**config.mk**
```make
export PLATFORM = sky130hd
export DESIGN_NAME = act_router
export DESIGN_NICKNAME = d
export VERILOG_FILES = /design/src/rtl/act_router_pkg.sv /design/src/rtl/act_prio_arb.sv /design/src/rtl/act_sw_vec.sv /design/src/rtl/act_router.sv
export SDC_FILE = /design/constraint.sdc
export NUM_CORES = 1
export LEC_CHECK = 0
export BUFFER_PORTS_ARGS = -buffer_cell sky130_fd_sc_hd__buf_2
export CAP_MARGIN = 20
export CORE_MARGIN = 5
export CORE_UTILIZATION = 51
export DETAILED_ROUTE_END_ITERATION = 8
export PLACE_DENSITY = 0.83
export SETUP_SLACK_MARGIN = 0.5
export SLEW_MARGIN = 10
export SYNTH_ARGS = -nofsm -noshare
export SYNTH_HDL_FRONTEND = slang
export SYNTH_SLANG_ARGS = --single-unit
export TNS_END_PERCENT = 100
```
**constraint.sdc**
```tcl
create_clock -name clk -period 2.43 [get_ports clk]
set_input_delay 0.1215 -clock clk [delete_from_list [all_inputs] [get_ports clk]]
set_output_delay 0.1215 -clock clk [all_outputs]
set_load 0.02 [all_outputs]
```
**src/rtl/act_router_pkg.sv**
```systemverilog
package act_router_pkg;

  // Completion qualifiers returned by the transfer engine.
  typedef struct packed {
    logic dis;   // request that the CPU be interrupted
    logic last;  // transfer count has run out
  } cmp_info_t;

  // Completion hands the trigger to the CPU when either qualifier is set.
  function automatic logic hand_to_cpu(input cmp_info_t c);
    return c.dis | c.last;
  endfunction

endpackage

```
**src/rtl/act_prio_arb.sv**
```systemverilog
module act_prio_arb #(
  parameter int N_REQ = 9,
  localparam int IDX_W = (N_REQ > 1) ? $clog2(N_REQ) : 1
) (
  input  logic [N_REQ-1:0] req,
  output logic             any,
  output logic [IDX_W-1:0] idx
);

  logic [N_REQ-1:0] below;  // below[i]: some lower-numbered request is active
  logic [N_REQ-1:0] gnt;

  assign below[0] = 1'b0;
  assign gnt[0]   = req[0];

  genvar gi;
  generate
    for (gi = 1; gi < N_REQ; gi++) begin : g_chain
      assign below[gi] = below[gi-1] | req[gi-1];
      assign gnt[gi]   = req[gi] & ~below[gi];
    end
  endgenerate

  assign any = |req;

  always_comb begin
    idx = '0;
    for (int i = 0; i < N_REQ; i++) begin
      if (gnt[i]) idx = idx | IDX_W'(i);
    end
  end

endmodule

```
**src/rtl/act_sw_vec.sv**
```systemverilog
module act_sw_vec #(
  parameter int VEC_W = 8
) (
  input  logic             clk,
  input  logic             rst,
  input  logic             wr,
  input  logic [VEC_W-1:0] wvec,
  input  logic             wen,
  input  logic             cmp,      // software transfer completed
  input  logic             cmp_cpu,  // completion hands off to CPU
  output logic [VEC_W-1:0] vec,
  output logic             en,
  output logic             pend,     // CPU interrupt owed for software
  output logic             ready     // software trigger may be arbitrated
);

  always_ff @(posedge clk) begin
    if (rst) begin
      vec  <= '0;
      en   <= 1'b0;
      pend <= 1'b0;
    end else begin
      if (cmp) begin
        if (cmp_cpu) pend <= 1'b1;
        else         en   <= 1'b0;
      end
      if (wr) begin
        vec  <= wvec;
        en   <= wen;
        pend <= 1'b0;
      end
    end
  end

  assign ready = en & ~pend;

  // quiet completion drops the arm bit
  a_r7_sw_disarm: assert property (@(posedge clk) disable iff (rst)
    (cmp && !cmp_cpu && !wr) |=> !en);

  // hand-off keeps the arm bit and owes the CPU an interrupt
  a_r8_sw_keep: assert property (@(posedge clk) disable iff (rst)
    (cmp && cmp_cpu && !wr) |=> (en == $past(en)) && pend && !ready);

endmodule

```
**src/rtl/act_router.sv**
```systemverilog
module act_router
  import act_router_pkg::*;
#(
  parameter int N_SRC    = 8,
  parameter int VEC_W    = 8,
  parameter int VEC_BASE = 64,
  localparam int SRC_W   = $clog2(N_SRC + 1)
) (
  input  logic             clk,
  input  logic             rst,
  input  logic [N_SRC-1:0] src_flag,
  input  logic             en_wr,
  input  logic [N_SRC-1:0] en_wdata,
  output logic [N_SRC-1:0] en_rd,
  input  logic             sw_wr,
  input  logic [VEC_W-1:0] sw_wvec,
  input  logic             sw_wen,
  output logic             sw_en_rd,
  input  logic             cpu_mask,
  output logic [N_SRC-1:0] cpu_irq,
  output logic             cpu_irq_sw,
  output logic             act_valid,
  output logic [SRC_W-1:0] act_src,
  output logic [VEC_W-1:0] act_vec,
  output logic             act_sw,
  input  logic             xfer_done,
  input  logic             xfer_dis,
  input  logic             xfer_last,
  output logic [N_SRC-1:0] flag_clr
);

  localparam int N_REQ = N_SRC + 1;  // software request sits at the top index

  logic [N_SRC-1:0] en_q, en_n;
  logic [N_SRC-1:0] clr_q, irq_q;
  logic             irq_sw_q;
  logic             busy_q, cool_q, cur_sw_q;
  logic [SRC_W-1:0] cur_src_q;
  logic [VEC_W-1:0] cur_vec_q;

  logic [VEC_W-1:0] sw_vec;
  logic             sw_en, sw_pend, sw_ready;
  logic [N_REQ-1:0] req;
  logic             arb_any;
  logic [SRC_W-1:0] arb_idx;
  logic             grant, done_ok, int_cmp, sw_cmp, to_cpu;
  cmp_info_t        cinfo;

  assign cinfo   = '{dis: xfer_dis, last: xfer_last};
  assign to_cpu  = hand_to_cpu(cinfo);
  assign done_ok = busy_q & xfer_done;
  assign int_cmp = done_ok & ~cur_sw_q;
  assign sw_cmp  = done_ok & cur_sw_q;

  act_sw_vec #(.VEC_W(VEC_W)) u_sw (
    .clk(clk), .rst(rst),
    .wr(sw_wr), .wvec(sw_wvec), .wen(sw_wen),
    .cmp(sw_cmp), .cmp_cpu(to_cpu),
    .vec(sw_vec), .en(sw_en), .pend(sw_pend), .ready(sw_ready)
  );

  assign req = {sw_ready, src_flag & en_q};

  act_prio_arb #(.N_REQ(N_REQ)) u_arb (
    .req(req), .any(arb_any), .idx(arb_idx)
  );

  // One idle cycle after each completion lets the peripheral drop its flag.
  assign grant = ~busy_q & ~cool_q & arb_any;

  // Routing register: software write first, completion hand-off clear wins.
  always_comb begin
    en_n = en_wr ? en_wdata : en_q;
    if (int_cmp && to_cpu) en_n[cur_src_q] = 1'b0;
  end

  always_ff @(posedge clk) begin
    if (rst) begin
      en_q      <= '0;
      clr_q     <= '0;
      irq_q     <= '0;
      irq_sw_q  <= 1'b0;
      busy_q    <= 1'b0;
      cool_q    <= 1'b0;
      cur_sw_q  <= 1'b0;
      cur_src_q <= '0;
      cur_vec_q <= '0;
    end else begin
      en_q     <= en_n;
      irq_q    <= src_flag & ~en_q & {N_SRC{~cpu_mask}};
      irq_sw_q <= sw_pend & ~cpu_mask;
      clr_q    <= '0;
      cool_q   <= 1'b0;
      if (done_ok) begin
        busy_q <= 1'b0;
        cool_q <= 1'b1;
        if (int_cmp && !to_cpu) clr_q <= N_SRC'(1) << cur_src_q;
      end else if (grant) begin
        busy_q    <= 1'b1;
        cur_src_q <= arb_idx;
        cur_sw_q  <= (arb_idx == SRC_W'(N_SRC));
        cur_vec_q <= (arb_idx == SRC_W'(N_SRC)) ? sw_vec
                                                 : VEC_W'(VEC_BASE) + VEC_W'(arb_idx);
      end
    end
  end

  assign en_rd      = en_q;
  assign sw_en_rd   = sw_en;
  assign cpu_irq    = irq_q;
  assign cpu_irq_sw = irq_sw_q;
  assign act_valid  = busy_q;
  assign act_src    = cur_src_q;
  assign act_vec    = cur_vec_q;
  assign act_sw     = cur_sw_q;
  assign flag_clr   = clr_q;

  // masked CPU path stays silent
  a_r2_mask: assert property (@(posedge clk) disable iff (rst)
    cpu_mask |=> (cpu_irq == '0) && !cpu_irq_sw);

  // the granted index is active and no lower-numbered request is
  a_r3_lowest: assert property (@(posedge clk) disable iff (rst)
    grant |-> req[arb_idx] && ((req & ((N_REQ'(1) << arb_idx) - N_REQ'(1))) == '0));

  // presented activation is frozen until completion
  a_r4_hold: assert property (@(posedge clk) disable iff (rst)
    (act_valid && !xfer_done) |=> act_valid && $stable(act_src)
                                   && $stable(act_vec) && $stable(act_sw));

  // a gap cycle follows each completion
  a_r4_gap: assert property (@(posedge clk) disable iff (rst)
    (act_valid && xfer_done) |=> !act_valid);

  // flag clears are one-hot single-cycle pulses
  a_r5_pulse: assert property (@(posedge clk) disable iff (rst)
    (flag_clr != '0) |-> $onehot0(flag_clr) ##1 (flag_clr == '0));

  // hand-off completion drops the routing bit and sends no clear
  a_r6_handoff: assert property (@(posedge clk) disable iff (rst)
    (int_cmp && to_cpu) |=> (en_rd[$past(act_src)] == 1'b0) && (flag_clr == '0));

endmodule

```
# Word level (Yosys, flattened, before mapping)
# Cells that the tools add are included.
# Widths: inputs -> output; s select.
dict set report word_totals {
  ff_bits 50
  wordCells 91
  output_inout_bits 40
}
dict set report classes {
  n_shift 1
  n_bitwise 44
  n_reduce_logical 12
  n_eq_ne 2
  n_addsub 1
  magnitude_cmp 2
  n_mux 17
}
# cell count
set op_table {}
lappend op_table {{$and 8x8->8} 4}
lappend op_table {{$mux 8} 3}
lappend op_table {{$not 8->8} 2}
lappend op_table {{$and 1x1->1} 15}
lappend op_table {{$not 1->1} 15}
lappend op_table {{$mux 3} 4}
lappend op_table {{$reduce_or 9->1} 1}
lappend op_table {{$add 7x4->8 const A} 1}
lappend op_table {{$or 1x1->1} 8}
lappend op_table {{$shl 1x4->8 const A} 1}
lappend op_table {{$mux 1} 6}
lappend op_table {{$reduce_and 2->1} 3}
lappend op_table {{$eq 4x4->1 const B} 1}
lappend op_table {{$ge 4x1->1 const B} 1}
lappend op_table {{$lt 4x4->1 const B} 1}
lappend op_table {{$mux 2} 2}
lappend op_table {{$mux 4} 1}
lappend op_table {{$reduce_or 2->1} 2}
lappend op_table {{$demux 1 s3} 1}
lappend op_table {{$logic_and 1x1->1} 3}
lappend op_table {{$reduce_or 3->1} 1}
lappend op_table {{$ne 2x2->1 const B} 1}
lappend op_table {{$reduce_bool 2->1} 1}
lappend op_table {{$logic_not 1->1} 1}

# Logic depth before layout (Yosys ltp)
# Gate-level depths: netlist of the first run.
dict set report depth {
  depth_word 13
  mapped_depth 5
  mapped_depth_nobuf 5
}

# Hierarchy
# Synthesis of the first run repeated with hierarchy kept, for this count alone.
dict set report hier_totals {
  cells_unflattened 200
  area_unflattened_um2 1995.7
}
# module cells_per_inst seq_area_each_um2 instances area_per_inst_um2
set modules_own_cells {}
lappend modules_own_cells {act_router 150 800.8 1 1522.7}
lappend modules_own_cells {act_sw_vec 35 200.2 1 365.4}
lappend modules_own_cells {act_prio_arb 15 0.0 1 107.6}

# Least setup slack after synthesis of the first run
# OpenSTA, ideal clock, no wires.
dict set report synth_timing {
  kind {register -> register}
  startpoint {register en_q[0], in the netlist en_rd[0]}
  endpoint {register cur_vec_q[2], in the netlist act_vec[2]}
  arrival_ns 1.662
  required_ns 2.308
  period_less_slack_ns 1.783
  path_stages_with_launch 6
  setup_slack_ns 0.647
  n_path_buf 0
  cell_sequence {dfxtp_1 -> a22o_1 -> and4b_4 -> a211oi_4 -> nor2_4 -> a221o_1}
}
dict set report synth_via {
  elab_chain_cells 13
  elab_cells_between_ends 38
  classes_between {add/sub: 1; eq/ne: 1; mux: 9; bitwise: 25; reduce/logical: 2}
}
# item line_no
set synth_rtl {}
lappend synth_rtl {{start, declared} act_router.sv:34} ;# logic [N_SRC-1:0] en_q, en_n;
lappend synth_rtl {{start signal, assigned} act_router.sv:89} ;# en_q <= en_n;
lappend synth_rtl {{$and 8x8->8 (*)} act_router.sv:62} ;# assign req = {sw_ready, src_flag & en_q};
lappend synth_rtl {{$not 1->1 or $or 1x1->1 (tied branches)} {act_prio_arb.sv:20, act_prio_arb.sv:19}}
lappend synth_rtl {{$and 1x1->1 (tied with other cells)} act_prio_arb.sv:20} ;# assign gnt[gi] = req[gi] & ~below[gi];
lappend synth_rtl {{$mux 1 (tied with other cells)} act_prio_arb.sv:29} ;# if (gnt[i]) idx = idx | IDX_W'(i);
lappend synth_rtl {{$mux 2 (tied with other cells) (2 in series)} act_prio_arb.sv:29}
lappend synth_rtl {{$mux 3 (tied with other cells) (3 in series)} act_prio_arb.sv:29}
lappend synth_rtl {{$mux 3 or $and 1x1->1 (tied branches)} {act_prio_arb.sv:29, act_prio_arb.sv:20}}
lappend synth_rtl {{$mux 4} act_prio_arb.sv:29}
lappend synth_rtl {{$add 7x4->8 or $eq 4x4->1 (tied branches)} {act_router.sv:103, act_router.sv:102}}
lappend synth_rtl {{$mux 8} act_router.sv:102} ;# cur_vec_q <= (arb_idx == SRC_W'(N_SRC)) ? sw_vec
lappend synth_rtl {{end signal, assigned} act_router.sv:102}
lappend synth_rtl {{end, declared} act_router.sv:39} ;# logic [VEC_W-1:0] cur_vec_q;
# Every way passes the cells marked *; elsewhere a longest branch is shown, timed or not.
# A chain may end at the register's enable or synchronous reset.

# Worst setup path after layout of the first run
dict set report layout_timing {
  startpoint {register en_q[0], in the netlist en_rd[0]}
  endpoint {register cur_vec_q[1], in the netlist act_vec[1]}
}
# Same word-level chain as after synthesis.

==> flow_metrics.py, run 1 <==
metrics = {
    "routing": {
        "post_drt_wl_per_cell_um": 15.2,
        "dr_total_vias": 1603,
        "met1_length_um": 2020,
        "dr.max_layer_used": "met4",
        "met3_length_um": 506,
        "drtIter0Drc": 108,
        "wl_met2_um": 1950,
        "antenna_left": 0,
        "remaining_drc_errors": 0,
        "finalWirelength_um": 4570,
        "vias_per_cell": 5.33,
        "drtPass1Iterations": 4,
    },
    "final_layout": {
        "stdcell_area_mm2": 0.00237,
        "drive_gt1_frac": 0.344,
        "mostFrequentLayoutCell": "buf_2",
        "area_growth_pct": 25.7,
        "antennaDiodeCount": 0,
        "nNetsFinal": 285,
        "mostFrequentLayoutCells": "72 x buf_2, 50 x dfxtp_1, 26 x nor2_1, 16 x mux2i_1",
        "fin_cells": 301,
    },
    "floorplan": {
        "start_util": 0.519,
        "die-area_mm2": 0.00501,
        "dieHeight_um": 70.8,
        "chipWidth_um": 70.8,
        "io_pins": 73,
        "rows": 22,
        "coreArea_mm2": 0.00363,
    },
    "sta": {
        "finalMaxSlewViolations": 0,
        "rsz0062_at_grt": "false",
        "setup_tns_ns": 0,
        "timing_worst_slew_pin_value_ns": 0.572,
        "hold_viol_final": 0,
        "setup_viol": 0,
        "timing.hold.ws_ns": 0.0512,
        "maxSlewHeadroom": 0.618,
        "clock_skew_ns": 0.00273,
        "post-route-min-period_ns": 1.82,
        "fin_crit_sh": 0.748,
        "fmax_mhz": 550,
    },
    "placement": {
        "place_area_mm2": 0.00227,
        "dp_cells": 293,
        "gp_congestion": 0.879,
        "port_buffers": 72,
        "hpwl_um": 3480,
    },
    "clocking": {
        "htreeDepth": 2,
        "cts.clk_slew.worst_paths_ns": 0.08,
        "ctsHoldBuffers": 0,
        "post_cts_buffers": 0,
        "clock_path_buffers": 2,
        "cts_tree": "yes",
        "cts_root_buffer": "clkbuf_8",
        "cts.sinks": 50,
        "clk_latency_ns": 0.30,
        "cts_buffers": 5,
        "ctsResizeCount": 0,
    },
    "grt": {
        "grt_usage": 0.187,
        "grt_max_degree": 29,
        "grt_remaining_overflow": 0,
        "grt_pass1_vias": 1561,
        "grt_pass1_wl_um": 7400,
        "antenna_found_initial": 0,
    },
    "job": {
        "cap_violations": 0,
    },
    "yosys": {
        "synth_area_leaders": "dfxtp_1 53%, mux2i_1 8.5%, nor2_1 5.2%",
        "synth_cell_types": 35,
        "synth_warnings": 0,
        "synth.top_cell.area_share": 0.531,
        "yosysTopAreaCell": "dfxtp_1",
        "synth_area_mm2": 0.00189,
        "ys_ff_latch": 50,
        "syn_avg_cell_area_um2": 10.4,
        "synthesis.nets": 214,
        "syn_inst": 181,
        "ys_seq_area_frac": 0.531,
    },
    "setup_path": {
        "worstPathArrival_ns": 2.01,
        "path_class": "flop to flop",
        "reg2reg_from": "en_rd[0]",
        "startpoint_type": "flop",
        "reg2reg_depth": 5,
        "ff2ff_setup_slack_ns": 0.61,
        "setup.worst_path.end_class": "flop",
        "crit_fanout": 10,
        "crit_start": "en_rd[0]",
        "worstReg2RegEnd": "act_vec[1]",
        "worstPathRequired_ns": 2.62,
    },
    "pwr": {
        "peakVddDrop_uv": 471,
        "p_leak_nw": 1.12,
        "power-per-cell-area_mw_per_mm2": 707,
    },
    "worst_hold_path": {
        "hp-start": "sw_wvec[5]",
        "min_to": "u_sw.vec[5]",
        "hold_path_class": "input port to flop",
        "whs_path_depth": 3,
    },
    "run_status": {
        "status": "finished clean",
    },
}
[flip-flops by register name, summed over array words and instances (netlist names)]
name        cells
u_sw.en         1
act_sw          1
act_vec         8
u_sw.vec        8
cool_q          1
cpu_irq         8
act_valid       1
u_sw.pend       1
act_src         4
en_rd           8
cpu_irq_sw      1
flag_clr        8
[per-stage QoR]
step / power, mW / util / setup slack [ns]
global placement: 1.19 / 0.626 / 0.695
global route: 1.75 / 0.652 / 0.516
detailed placement: 1.20 / 0.626 / 0.644
finish: 1.67 / 0.652 / 0.612
floorplan: 1.10 / - / 0.647
CTS: 1.69 / 0.652 / 0.623
[cells in the mapped netlist, drive strengths merged]
cell     count
dfxtp       50
nor2        27
mux2i       16
a211oi       8
nand2        8
nor3b        8
a22o         7
clkbuf       7
a21oi        6
nor3         5
a21o         4
a22oi        4
nand2b       4
a32o         3
a221o        2
a311oi       2
inv          2
nand4        2
nor2b        2
or3          2
a2111oi      1
and3         1
and4b        1
buf          1
mux2         1
nand3        1
nand3b       1
nand4b       1
nor4         1
o21a         1
o21ai        1
or2          1
[routing by layer]
| metal | global-route usage | vias up |
|---|---|---|
| li1 | - | 801 |
| met1 | 0.239 | 719 |
| met2 | 0.274 | 72 |
| met3 | 0.0767 | 11 |
| met4 | 0.0856 | 0 |
| met5 | 0 | - |
[report_power, final]
group,internal [mW],leakage [nW],switching [mW]
clock,0.229,0.0472,0.267
sequential,0.861,0.409,0.0460
combinational,0.113,0.661,0.159
total,1.20,1.12,0.471
[layout make-up]
type	count	area, um2
fill	331	1260
tap	48	60.1
clock buffer	6	82.6
clock inverter	2	12.5
inverter	2	7.51
multi-input combinational	121	846
timing repair buffer	72	360
sequential	50	1000
[cell families after synthesis]
group           share of synthesized area
flops                               0.531
compound gates                      0.167
simple gates                        0.191
buf+inv                            0.0206
mux                                0.0909
[worst max-delay path: stages (launching register included)]
cell      delay, ns
dfxtp_1        0.40
a22o_1         0.22
and4b_4        0.23
a211oi_4       0.37
nor2_4         0.12
a221o_1        0.37
[how the worst max path moves through the flow]
| stage | to | slack, ns | cells after the start |
|---|---|---|---|
| floorplan | act_vec[2] | 0.65 | 5 |
| detailed placement | act_vec[1] | 0.64 | 5 |
| CTS | act_vec[1] | 0.62 | 5 |
| global placement | act_vec[1] | 0.70 | 5 |
| global route | act_vec[1] | 0.52 | 5 |
| finish | act_vec[1] | 0.61 | 5 |
Note: power is estimated with default switching activity, not from simulation.
==> inputs of run 2 (changes only) <==
CORE_UTILIZATION = 48   (was 51)
PLACE_DENSITY = 0.79   (was 0.83)
clock period = 1.7 ns   (was 2.43 ns; I/O delays follow)
==> run 2 against run 1 <==
Compared with the run above:
- count of clock-buffer cells in the layout rose by 1
- fmax rose by 12%
- register-to-register slack got worse by 0.53 ns
- clock power rose by 62%
- non-clock buffer count rose by 9
- routed wire length rose by 4.3%
- total power rose by 52%
- cell count rose by 3.0%
- die area rose by 5.4%
- worst setup slack got worse by 0.53 ns
- via count rose by 4.4%
==> flow_metrics.py, run 2 (synthesis results as in run 1) <==
metrics = {
    "setup_path": {
        "worstPathCellList": "a22o_1, and4b_4, a211oi_4, nor2_4, buf_6, a22o_1",
        "path_class": "flop to flop",
        "slowest_delay_ns": 0.35,
        "crit_fanout": 6,
        "worstPathArrival_ns": 1.82,
        "cpMaxStageDelayCell": "dfxtp_4",
        "crit_top_cell": "a22o_1",
        "worstPathRequired_ns": 1.90,
        "setup.worst_path.end_class": "flop",
        "startpoint_type": "flop",
    },
    "floorplan": {
        "rows": 22,
        "io_pins": 73,
        "coreArea_mm2": 0.00374,
        "chipWidth_um": 72.7,
        "start_util": 0.504,
        "die-area_mm2": 0.00528,
        "dieHeight_um": 72.7,
    },
    "sta": {
        "setup_viol": 0,
        "timing_worst_slew_pin_value_ns": 0.579,
        "rsz0062_at_grt": "true",
        "fmax_mhz": 618,
        "fin_crit_sh": 0.952,
        "post-route-min-period_ns": 1.62,
        "setup_tns_ns": 0,
        "maxSlewHeadroom": 0.614,
        "final.setup.worst_slack_ns": 0.0819,
        "timing.hold.ws_ns": 0.0162,
        "finalMaxSlewViolations": 0,
        "hold_viol_final": 0,
        "clock_skew_ns": 0.0129,
    },
    "routing": {
        "drtIter0Drc": 115,
        "dr_total_vias": 1674,
        "antenna_left": 0,
        "remaining_drc_errors": 0,
        "vias_per_cell": 5.40,
        "post_drt_wl_per_cell_um": 15.4,
        "finalWirelength_um": 4760,
        "drtPass1Iterations": 4,
    },
    "grt": {
        "grt_usage": 0.182,
        "globalRouteMet1Util": 0.231,
        "grt_pass1_vias": 1599,
        "busiest_layer": "met2",
        "grt_util_met2": 0.288,
        "grt_max_degree": 29,
        "grt_util_met3": 0.0606,
        "antenna_found_initial": 0,
        "grt_pass1_wl_um": 7470,
        "grt_remaining_overflow": 0,
    },
    "clocking": {
        "cts.sinks": 50,
        "htreeDepth": 2,
        "clock_path_buffers": 2,
        "cts_root_buffer": "clkbuf_8",
        "cts.clk_slew.worst_paths_ns": 0.09,
        "cts_tree": "yes",
        "clk_latency_ns": 0.30,
        "ctsHoldBuffers": 0,
        "cts_buffers": 5,
    },
    "final_layout": {
        "fin_cells": 310,
        "area_growth_pct": 33.9,
        "fillers": 334,
        "mostFrequentLayoutCell": "buf_2",
        "stdcell_area_mm2": 0.00252,
        "fin_util": 0.674,
        "drive_gt1_frac": 0.431,
        "nNetsFinal": 294,
        "mostFrequentLayoutCells": "72 x buf_2, 38 x dfxtp_1, 25 x nor2_1, 16 x mux2i_1",
        "antennaDiodeCount": 0,
    },
    "pwr": {
        "p_leak_nw": 1.18,
        "finalPower_mw": 2.54,
        "power-per-cell-area_mw_per_mm2": 1010,
        "peakVddDrop_uv": 743,
    },
    "placement": {
        "gp_congestion": 0.775,
        "dpl_worst_slack_ns": 0.0225,
        "place_area_mm2": 0.00233,
        "hpwl_um": 3490,
        "port_buffers": 72,
        "dp_cells": 296,
    },
    "job": {
        "cap_violations": 0,
    },
    "worst_hold_path": {
        "hold_path_class": "input port to flop",
    },
    "run_status": {
        "status": "finished clean",
    },
}
[run 2: cell count changes in the layout (fill, tap and decap cells not counted), sizes merged]
| cell | previous run | this run |
|---|---|---|
| bufinv | 0 | 1 |
| clkinv | 1 | 0 |
| clkinvlp | 1 | 0 |
| clkbuf | 6 | 7 |
| buf | 72 | 81 |
[run 2: area by class of cell]
class / instances / area [um2] / share of cell area
sequential: 50 / 1030 / 0.409
multi-input combinational: 121 / 882 / 0.349
timing repair buffer: 81 / 435 / 0.172
clock buffer: 7 / 76.3 / 0.0302
tap: 48 / 60.1 / 0.0238
clock inverter: 1 / 30.0 / 0.0119
inverter: 2 / 7.51 / 0.00297
[run 2: what timing repair did]
action	in CTS	in global routing
setup buffers	4	2
gates resized for setup	9	6
endpoints found under the setup margin	20	29
cloned	0	0
pin swaps	5	5
[run 2: power breakdown]
group	leakage, nW	switching, mW	internal (mW)
logic	0.717	0.240	0.195
clock network	0.0524	0.364	0.440
registers	0.415	0.0675	1.23
[run 2: layer usage]
metal | vias to the layer above | part of all wire
li1 | 827 | -
met1 | 780 | 0.43
met2 | 59 | 0.47
met3 | 8 | 0.083
met4 | 0 | 0.016
met5 | - | 0
[run 2: critical path, delay by kind of cell (launching register included)]
family	cells	cell delay (ns)
flip-flops	1	0.35
AO/OA/AOI/OAI	3	0.66
buffers and inverters	1	0.16
AND/OR/NAND/NOR	2	0.34
[run 2: worst paths after layout]
path / startpoint / end / slack [ns] / depth (start not counted)
min: sw_wvec[5] / u_sw.vec[5] / 0.02 / 3
min reg2reg: en_rd[6] / cpu_irq[6] / 0.46 / 1
max: en_rd[0] / act_vec[7] / 0.08 / 6
max reg2reg: en_rd[0] / act_vec[7] / 0.08 / 6
